[src/rtl/pci_mst_pkg.sv]
package pci_mst_pkg;
  typedef enum logic [2:0] {
    ST_IDLE, ST_ADDR, ST_DATA, ST_LAST, ST_ABORT
  } mst_state_e;

  typedef enum logic [2:0] {
    TC_NONE   = 3'd0,
    TC_LASTW  = 3'd1,
    TC_PAGE   = 3'd2,
    TC_WBUF   = 3'd3,
    TC_LAT    = 3'd4,
    TC_MABORT = 3'd5
  } term_cause_e;
endpackage

[src/rtl/pci_mst_lat_tmr.sv]
module pci_mst_lat_tmr #(
  parameter int LAT_W = 8
) (
  input  logic             clk_i,
  input  logic             rst_ni,
  input  logic             load_i,
  input  logic [LAT_W-1:0] val_i,
  input  logic             run_i,
  output logic             expired_o
);
  logic [LAT_W-1:0] cnt_q;

  always_ff @(posedge clk_i or negedge rst_ni) begin
    if (!rst_ni)                     cnt_q <= '0;
    else if (load_i)                 cnt_q <= val_i;
    else if (run_i && cnt_q != '0)   cnt_q <= cnt_q - LAT_W'(1);
  end

  assign expired_o = (cnt_q == '0);

  a_r9_load_value: assert property (@(posedge clk_i) disable iff (!rst_ni)
    load_i |=> cnt_q == $past(val_i));
  a_r9_never_up: assert property (@(posedge clk_i) disable iff (!rst_ni)
    !load_i |=> cnt_q <= $past(cnt_q));
endmodule

[src/rtl/pci_mst_dev_mon.sv]
module pci_mst_dev_mon #(
  parameter int WIN = 5
) (
  input  logic clk_i,
  input  logic rst_ni,
  input  logic start_i,
  input  logic active_i,
  input  logic devsel_ni,
  output logic claimed_o,
  output logic timeout_o
);
  localparam int CW = $clog2(WIN + 1);
  localparam logic [CW-1:0] WIN_C = CW'(WIN);

  logic [CW-1:0] cnt_q;
  logic          claim_q;

  // cnt_q holds the clock index of the burst, 1 = address phase
  always_ff @(posedge clk_i or negedge rst_ni) begin
    if (!rst_ni) begin
      cnt_q   <= '0;
      claim_q <= 1'b0;
    end else if (start_i) begin
      cnt_q   <= CW'(1);
      claim_q <= 1'b0;
    end else if (active_i) begin
      if (cnt_q != WIN_C) cnt_q <= cnt_q + CW'(1);
      if (!devsel_ni)     claim_q <= 1'b1;
    end
  end

  assign claimed_o = claim_q | ~devsel_ni;
  assign timeout_o = active_i && (cnt_q == WIN_C) && !claimed_o;

  a_r3_cnt_bounded: assert property (@(posedge clk_i) disable iff (!rst_ni)
    cnt_q <= WIN_C);
  a_r3_claim_sticky: assert property (@(posedge clk_i) disable iff (!rst_ni)
    (claim_q && !start_i) |=> claim_q);
endmodule

[src/rtl/pci_mst_sts.sv]
module pci_mst_sts (
  input  logic clk_i,
  input  logic rst_ni,
  input  logic set_i,
  input  logic clr_i,
  output logic sts_o
);
  logic sts_q;

  always_ff @(posedge clk_i or negedge rst_ni) begin
    if (!rst_ni)     sts_q <= 1'b0;
    else if (set_i)  sts_q <= 1'b1;
    else if (clr_i)  sts_q <= 1'b0;
  end

  assign sts_o = sts_q;

  a_r4_set: assert property (@(posedge clk_i) disable iff (!rst_ni)
    set_i |=> sts_q);
  a_r4_sticky: assert property (@(posedge clk_i) disable iff (!rst_ni)
    (sts_q && !clr_i) |=> sts_q);
endmodule

[src/rtl/pci_mst_term.sv]
module pci_mst_term
  import pci_mst_pkg::*;
#(
  parameter int ADDR_W     = 32,
  parameter int CNT_W      = 16,
  parameter int LAT_W      = 8,
  parameter int DEVSEL_WIN = 5,
  parameter int PAGE_BITS  = 12,
  parameter int WORD_BYTES = 4
) (
  input  logic              clk_i,
  input  logic              rst_ni,
  input  logic              req_valid_i,
  input  logic              req_write_i,
  input  logic [ADDR_W-1:0] req_addr_i,
  input  logic [CNT_W-1:0]  req_words_i,
  output logic              req_ack_o,
  input  logic [LAT_W-1:0]  lat_val_i,
  input  logic              gnt_ni,
  input  logic              wbuf_full_i,
  input  logic              devsel_ni,
  input  logic              trdy_ni,
  output logic              frame_no,
  output logic              irdy_no,
  output logic              busy_o,
  output logic [ADDR_W-1:0] addr_o,
  output logic [2:0]        term_cause_o,
  input  logic              sts_we_i,
  input  logic              sts_wdata_i,
  output logic              mabort_sts_o
);
  localparam int WORD_LSB = $clog2(WORD_BYTES);
  localparam logic [ADDR_W-1:0] STEP       = ADDR_W'(WORD_BYTES);
  localparam logic [ADDR_W-1:0] ALIGN_MASK = ~(ADDR_W'(WORD_BYTES - 1));

  mst_state_e        state_q, state_d;
  term_cause_e       cause_q, cause_d, sc;
  logic [ADDR_W-1:0] addr_q;
  logic [CNT_W-1:0]  rem_q;
  logic              wr_q;
  logic              claimed, timeout, lat_exp, lat_stop;
  logic              active, hs, start;

  // Cause that makes the phase at address a (with r words left) the final one
  function automatic term_cause_e stop_cause(input logic [ADDR_W-1:0] a,
                                             input logic [CNT_W-1:0]  r,
                                             input logic              w,
                                             input logic              full,
                                             input logic              lat);
    if (r <= CNT_W'(1))             return TC_LASTW;
    if (&a[PAGE_BITS-1:WORD_LSB])   return TC_PAGE;
    if (w && full)                  return TC_WBUF;
    if (lat)                        return TC_LAT;
    return TC_NONE;
  endfunction

  assign active   = (state_q == ST_ADDR) || (state_q == ST_DATA) || (state_q == ST_LAST);
  assign hs       = ((state_q == ST_DATA) || (state_q == ST_LAST)) && !trdy_ni && claimed;
  assign start    = req_valid_i &&
                    ((state_q == ST_IDLE) ||
                     ((state_q == ST_LAST) && hs && wr_q && req_write_i));
  assign lat_stop = lat_exp && gnt_ni;

  always_comb begin
    state_d = state_q;
    cause_d = cause_q;
    sc      = TC_NONE;
    case (state_q)
      ST_IDLE: if (start) state_d = ST_ADDR;
      ST_ADDR: begin
        sc = stop_cause(addr_q, rem_q, wr_q, wbuf_full_i, lat_stop);
        if (sc != TC_NONE) begin
          state_d = ST_LAST;
          cause_d = sc;
        end else begin
          state_d = ST_DATA;
        end
      end
      ST_DATA: begin
        if (timeout) begin
          state_d = ST_ABORT;
          cause_d = TC_MABORT;
        end else if (hs) begin
          sc = stop_cause(addr_q + STEP, rem_q - CNT_W'(1), wr_q, wbuf_full_i, lat_stop);
          if (sc != TC_NONE) begin
            state_d = ST_LAST;
            cause_d = sc;
          end
        end else if (lat_stop) begin
          // current phase becomes the final one
          state_d = ST_LAST;
          cause_d = TC_LAT;
        end
      end
      ST_LAST: begin
        if (timeout) begin
          state_d = ST_IDLE;
          cause_d = TC_MABORT;
        end else if (hs) begin
          state_d = start ? ST_ADDR : ST_IDLE;
        end
      end
      ST_ABORT: state_d = ST_IDLE;
      default:  state_d = ST_IDLE;
    endcase
  end

  always_ff @(posedge clk_i or negedge rst_ni) begin
    if (!rst_ni) begin
      state_q <= ST_IDLE;
      cause_q <= TC_NONE;
      addr_q  <= '0;
      rem_q   <= '0;
      wr_q    <= 1'b0;
    end else begin
      state_q <= state_d;
      cause_q <= cause_d;
      if (start) begin
        addr_q <= req_addr_i & ALIGN_MASK;
        rem_q  <= req_words_i;
        wr_q   <= req_write_i;
      end else if (hs) begin
        addr_q <= addr_q + STEP;
        rem_q  <= rem_q - CNT_W'(1);
      end
    end
  end

  pci_mst_lat_tmr #(.LAT_W(LAT_W)) u_lat (
    .clk_i     (clk_i),
    .rst_ni    (rst_ni),
    .load_i    (start),
    .val_i     (lat_val_i),
    .run_i     (active),
    .expired_o (lat_exp)
  );

  pci_mst_dev_mon #(.WIN(DEVSEL_WIN)) u_dev (
    .clk_i     (clk_i),
    .rst_ni    (rst_ni),
    .start_i   (start),
    .active_i  (active),
    .devsel_ni (devsel_ni),
    .claimed_o (claimed),
    .timeout_o (timeout)
  );

  pci_mst_sts u_sts (
    .clk_i  (clk_i),
    .rst_ni (rst_ni),
    .set_i  (timeout),
    .clr_i  (sts_we_i && sts_wdata_i),
    .sts_o  (mabort_sts_o)
  );

  assign req_ack_o    = start;
  assign frame_no     = !((state_q == ST_ADDR) || (state_q == ST_DATA));
  assign irdy_no      = !((state_q == ST_DATA) || (state_q == ST_LAST) || (state_q == ST_ABORT));
  assign busy_o       = (state_q != ST_IDLE);
  assign addr_o       = addr_q;
  assign term_cause_o = cause_q;

  a_r2_addr_phase: assert property (@(posedge clk_i) disable iff (!rst_ni)
    req_ack_o |=> (!frame_no && irdy_no));
  a_r2_data_follows: assert property (@(posedge clk_i) disable iff (!rst_ni)
    (!frame_no && irdy_no) |=> !irdy_no);
  a_r6_frame_rise_irdy: assert property (@(posedge clk_i) disable iff (!rst_ni)
    $rose(frame_no) |-> !irdy_no);
  a_r5_addr_step: assert property (@(posedge clk_i) disable iff (!rst_ni)
    (hs && !start) |=> addr_o == $past(addr_o) + STEP);
  a_r10_irdy_release: assert property (@(posedge clk_i) disable iff (!rst_ni)
    (hs && frame_no) |=> irdy_no);
  a_r3_abort_unclaimed: assert property (@(posedge clk_i) disable iff (!rst_ni)
    $rose(mabort_sts_o) |-> $past(devsel_ni));
endmodule

[config.mk]
export PLATFORM = sky130hd
export DESIGN_NAME = pci_mst_term
export DESIGN_NICKNAME = d
export VERILOG_FILES = /design/src/rtl/pci_mst_pkg.sv /design/src/rtl/pci_mst_lat_tmr.sv /design/src/rtl/pci_mst_dev_mon.sv /design/src/rtl/pci_mst_sts.sv /design/src/rtl/pci_mst_term.sv
export SDC_FILE = /design/constraint.sdc
export NUM_CORES = 1
export LEC_CHECK = 0
export CAP_MARGIN = 25
export CORE_MARGIN = 8
export CORE_UTILIZATION = 50
export DETAILED_ROUTE_END_ITERATION = 12
export PLACE_DENSITY = 0.88
export SYNTH_ARGS = -nofsm -noshare
export SYNTH_HDL_FRONTEND = slang
export SYNTH_SLANG_ARGS = --single-unit
[constraint.sdc]
create_clock -name clk_i -period 2.9 [get_ports clk_i]
set_input_delay 0.435 -clock clk_i [delete_from_list [all_inputs] [get_ports clk_i]]
set_output_delay 0.435 -clock clk_i [all_outputs]
set_load 0.01 [all_outputs]
==> run_results.csv <==
group,metric,value,unit
cells_and_area,design_area,5420,um^2
global_routing,grt_pass1_wl,18400,um
global_routing,grt_pass1_vias,3829,
power,power_density,950,nW/um^2
global_routing,grt_max_degree,105,
cells_and_area,final_cell_mix,"clkdlybuf4s50_1, nand2_1, dfrtp_1",
yosys,yosys.cell_types.count,63,
power,power.leakage,0.00208,uW
placement,port_buffers,101,
timing,worst_pin_slew,0.751,ns
clock_network,cts_tree,"yes",
timing,drv_slew,0,
yosys,synthTopCellsByArea,"dfrtp_1, nand2_1, o21ai_0",
route,wire_per_inst,15.7,um
yosys,synth_edf_count,0,
yosys,yosys_warnings,0,
setup_path,cp-end-kind,"output port",
die,rows,33,
placement,place_area,5230,um^2
power,power_frac_clock,15.0,%
route,first_pass_iters,5,
yosys,netlist_instances,489,
die,fp.dieH,107,um
setup_path,required,2.47,ns
clock_network,cts.htree.levels,3,
route,drtIter0Drc,181,
die,coreArea,8130,um^2
global_routing,grt_overflow_total,0,
power,switching_share,41.8,%
cells_and_area,area_delta_synth_final,30.8,%
power,seqPwrFrac,38.2,%
die,start_util,51.0,%
cells_and_area,nFillCells,655,
clock_network,postCtsHoldBufs,0,
yosys,netlist.area_leader.share,39.8,%
timing,setup_tns,0,ns
route,drtAntennaViolNets,0,
yosys,ys_ff_latch,66,
power,p_int,2990,uW
clock_network,cts_post_setup_buffers_inserted,0,
route,via_per_inst,5.52,
cells_and_area,diodes,0,
clock_network,numCtsBuffers,9,
setup_path,reg2reg_slack,0.33,ns
placement,dp_hpwl,8040,um
timing,fin_crit,2.75,ns
setup_path,critPathArrivalTime,2.31,ns
route,drcViolationCount,0,
cells_and_area,nets,658,
yosys,syn_area_per_cell,8.48,um^2
die,die_x,107,um
timing,timing.fmax,364,MHz
setup_path,worstSetupPathType,"input port to output port",
cells_and_area,layout_commonest_cell,"clkdlybuf4s50_1",
timing,post-route-period-util,94.7,%
power,p_comb_share,46.8,%
power,vdd_drop_max,592,uV
setup_path,start_kind,"input port",
route,num_vias,3822,
setup_path,crit_fanout,4,
placement,gp_congestion,0.888,
global_routing,grtUsageTotal,19.5,%
timing,hold_viol,0,
yosys,synth_flop_cell,"dfrtp_1",
route,routed_wl,10900,um
worst_hold_path,hold_path_class,"input port to asynchronous set/reset pin",
die,io_pins,106,
timing,rsz0062_at_grt,"false",
yosys,post-synth-top-area-cell,"dfrtp_1",
die,die-area,11500,um^2
clock_network,clk_path_buf_depth,2,
yosys,ys_seq_area_share,39.8,%
power,power_switching,2150,uW
yosys,synthArstFlopShare,100,%
timing,setup_viol,0,
global_routing,antenna_found_initial,0,
clock_network,path_clk_slew,0.07,ns
cells_and_area,drive_gt1_share,8.16,%
clock_network,clk_latency,0.33,ns
yosys,netlist_area,4150,um^2
clock_network,clock-sinks,66,
flow_run,drv_cap,0,
timing,finalClockSkew,0.00463,ns
status,outcome,"completed",
clock_network,cts_root_buffer,"clkbuf_8",
power,power,5150,uW
timing,slew_headroom,49.9,%
cells_and_area,utilization,66.7,%
[per-layer routing]
| metal | global-route usage, % | vias up | share of wire (%) |
|---|---|---|---|
| li1 | - | 1886 | - |
| met1 | 23.7 | 1801 | 43 |
| met2 | 33.7 | 125 | 51 |
| met3 | 3.72 | 10 | 5.3 |
| met4 | 6.83 | 0 | 1.0 |
| met5 | 0 | - | 0 |
[cell type report]
| cell class | count | area, um^2 | share of cell area, % |
|---|---|---|---|
| Clock buffer | 10 | 138 | 2.54 |
| Inverter | 15 | 56.3 | 1.04 |
| Tap cell | 105 | 131 | 2.42 |
| Clock inverter | 5 | 55.1 | 1.02 |
| Sequential cell | 66 | 1650 | 30.5 |
| Multi-Input combinational cell | 384 | 2300 | 42.5 |
| Timing Repair Buffer | 108 | 1080 | 20.0 |
[final timing paths]
path                                   from     endpoint  depth (start not counted)
max in group asynchronous            rst_ni   state_q[2]                          2
worst max register to register    addr_o[2]   state_q[0]                          8
min in group clk_i              u_sts.sts_o  u_sts.sts_o                          2
worst min-delay path                 rst_ni     rem_q[7]                          1
worst min register to register  u_sts.sts_o  u_sts.sts_o                          2
worst max-delay path              devsel_ni    req_ack_o                          8
[power by group through the flow]
stage / clock network (uW) / logic (uW) / registers [uW]
3_3_place_gp: 0 / 2310 / 1930
6_report: 773 / 2410 / 1970
3_5_place_dp: 0 / 2400 / 1960
4_1_cts: 788 / 2430 / 1950
5_1_grt: 834 / 2690 / 2040
2_1_floorplan: 0 / 1520 / 1890
[per-stage QoR]
stage	instances	setup slack [ns]	hold slack (ns)
after global placement	678	0.179	0.479
after detailed placement	678	0.177	0.482
after floorplan	490	0.586	0.139
final	693	0.153	0.161
after global routing	693	0.0308	0.215
after CTS	693	0.122	0.173
[cells in the mapped netlist, drive strengths merged, types with 2 or more instances]
cell type  number
o21ai          59
a21oi          12
o31ai           2
nand4          11
or3             5
and2            5
nor4            8
o21bai          2
a41oi           2
xor2           21
ha              8
nor2           35
clkbuf         17
inv            15
xnor2          30
o211ai          2
nor3           18
a31oi           7
buf             7
nand3          17
and3            9
nor2b           4
a31o            3
a22o            3
or4             6
and4b           2
dfrtp          66
nor4b           3
nand2b          2
nand2          93
[sequential cells by signal (all words and copies together), names as in the netlist]
signal and flops:
state_q 3, u_sts.sts_o 1, u_dev.claim_q 1, u_lat.cnt_q 8, rem_q 16, term_cause_o 3, u_dev.cnt_q 3, addr_o 30
wr_q 1
[worst max-delay path, cell delays in order]
cell,delay [ns]
clkdlybuf4s50_1,0.41
nor2b_1,0.20
nor3_2,0.20
nand3_1,0.13
o21bai_1,0.16
nand3b_1,0.13
inv_2,0.11
clkdlybuf4s50_1,0.55
[kinds of logic (layout without fill, tap and decap cells)]
kind of cell	count (synthesis)	count (layout)	share of synthesized area, %
AND/OR/NAND/NOR	222	222	27.4
AO/OA/AOI/OAI	100	100	14.4
flip-flops	66	66	39.8
XOR/XNOR	51	51	10.8
buffers and inverters	40	138	4.83
adder cells (fa/ha/maj)	8	8	2.41
other	1	2	0.0905
multiplexers	1	1	0.272
[timing repair]
action / CTS / global route
gates resized for setup: 0 / 2
setup endpoints to repair: 0 / 1
hold endpoints to repair: 0 / 0
Note: power is estimated with default switching activity, not from simulation.
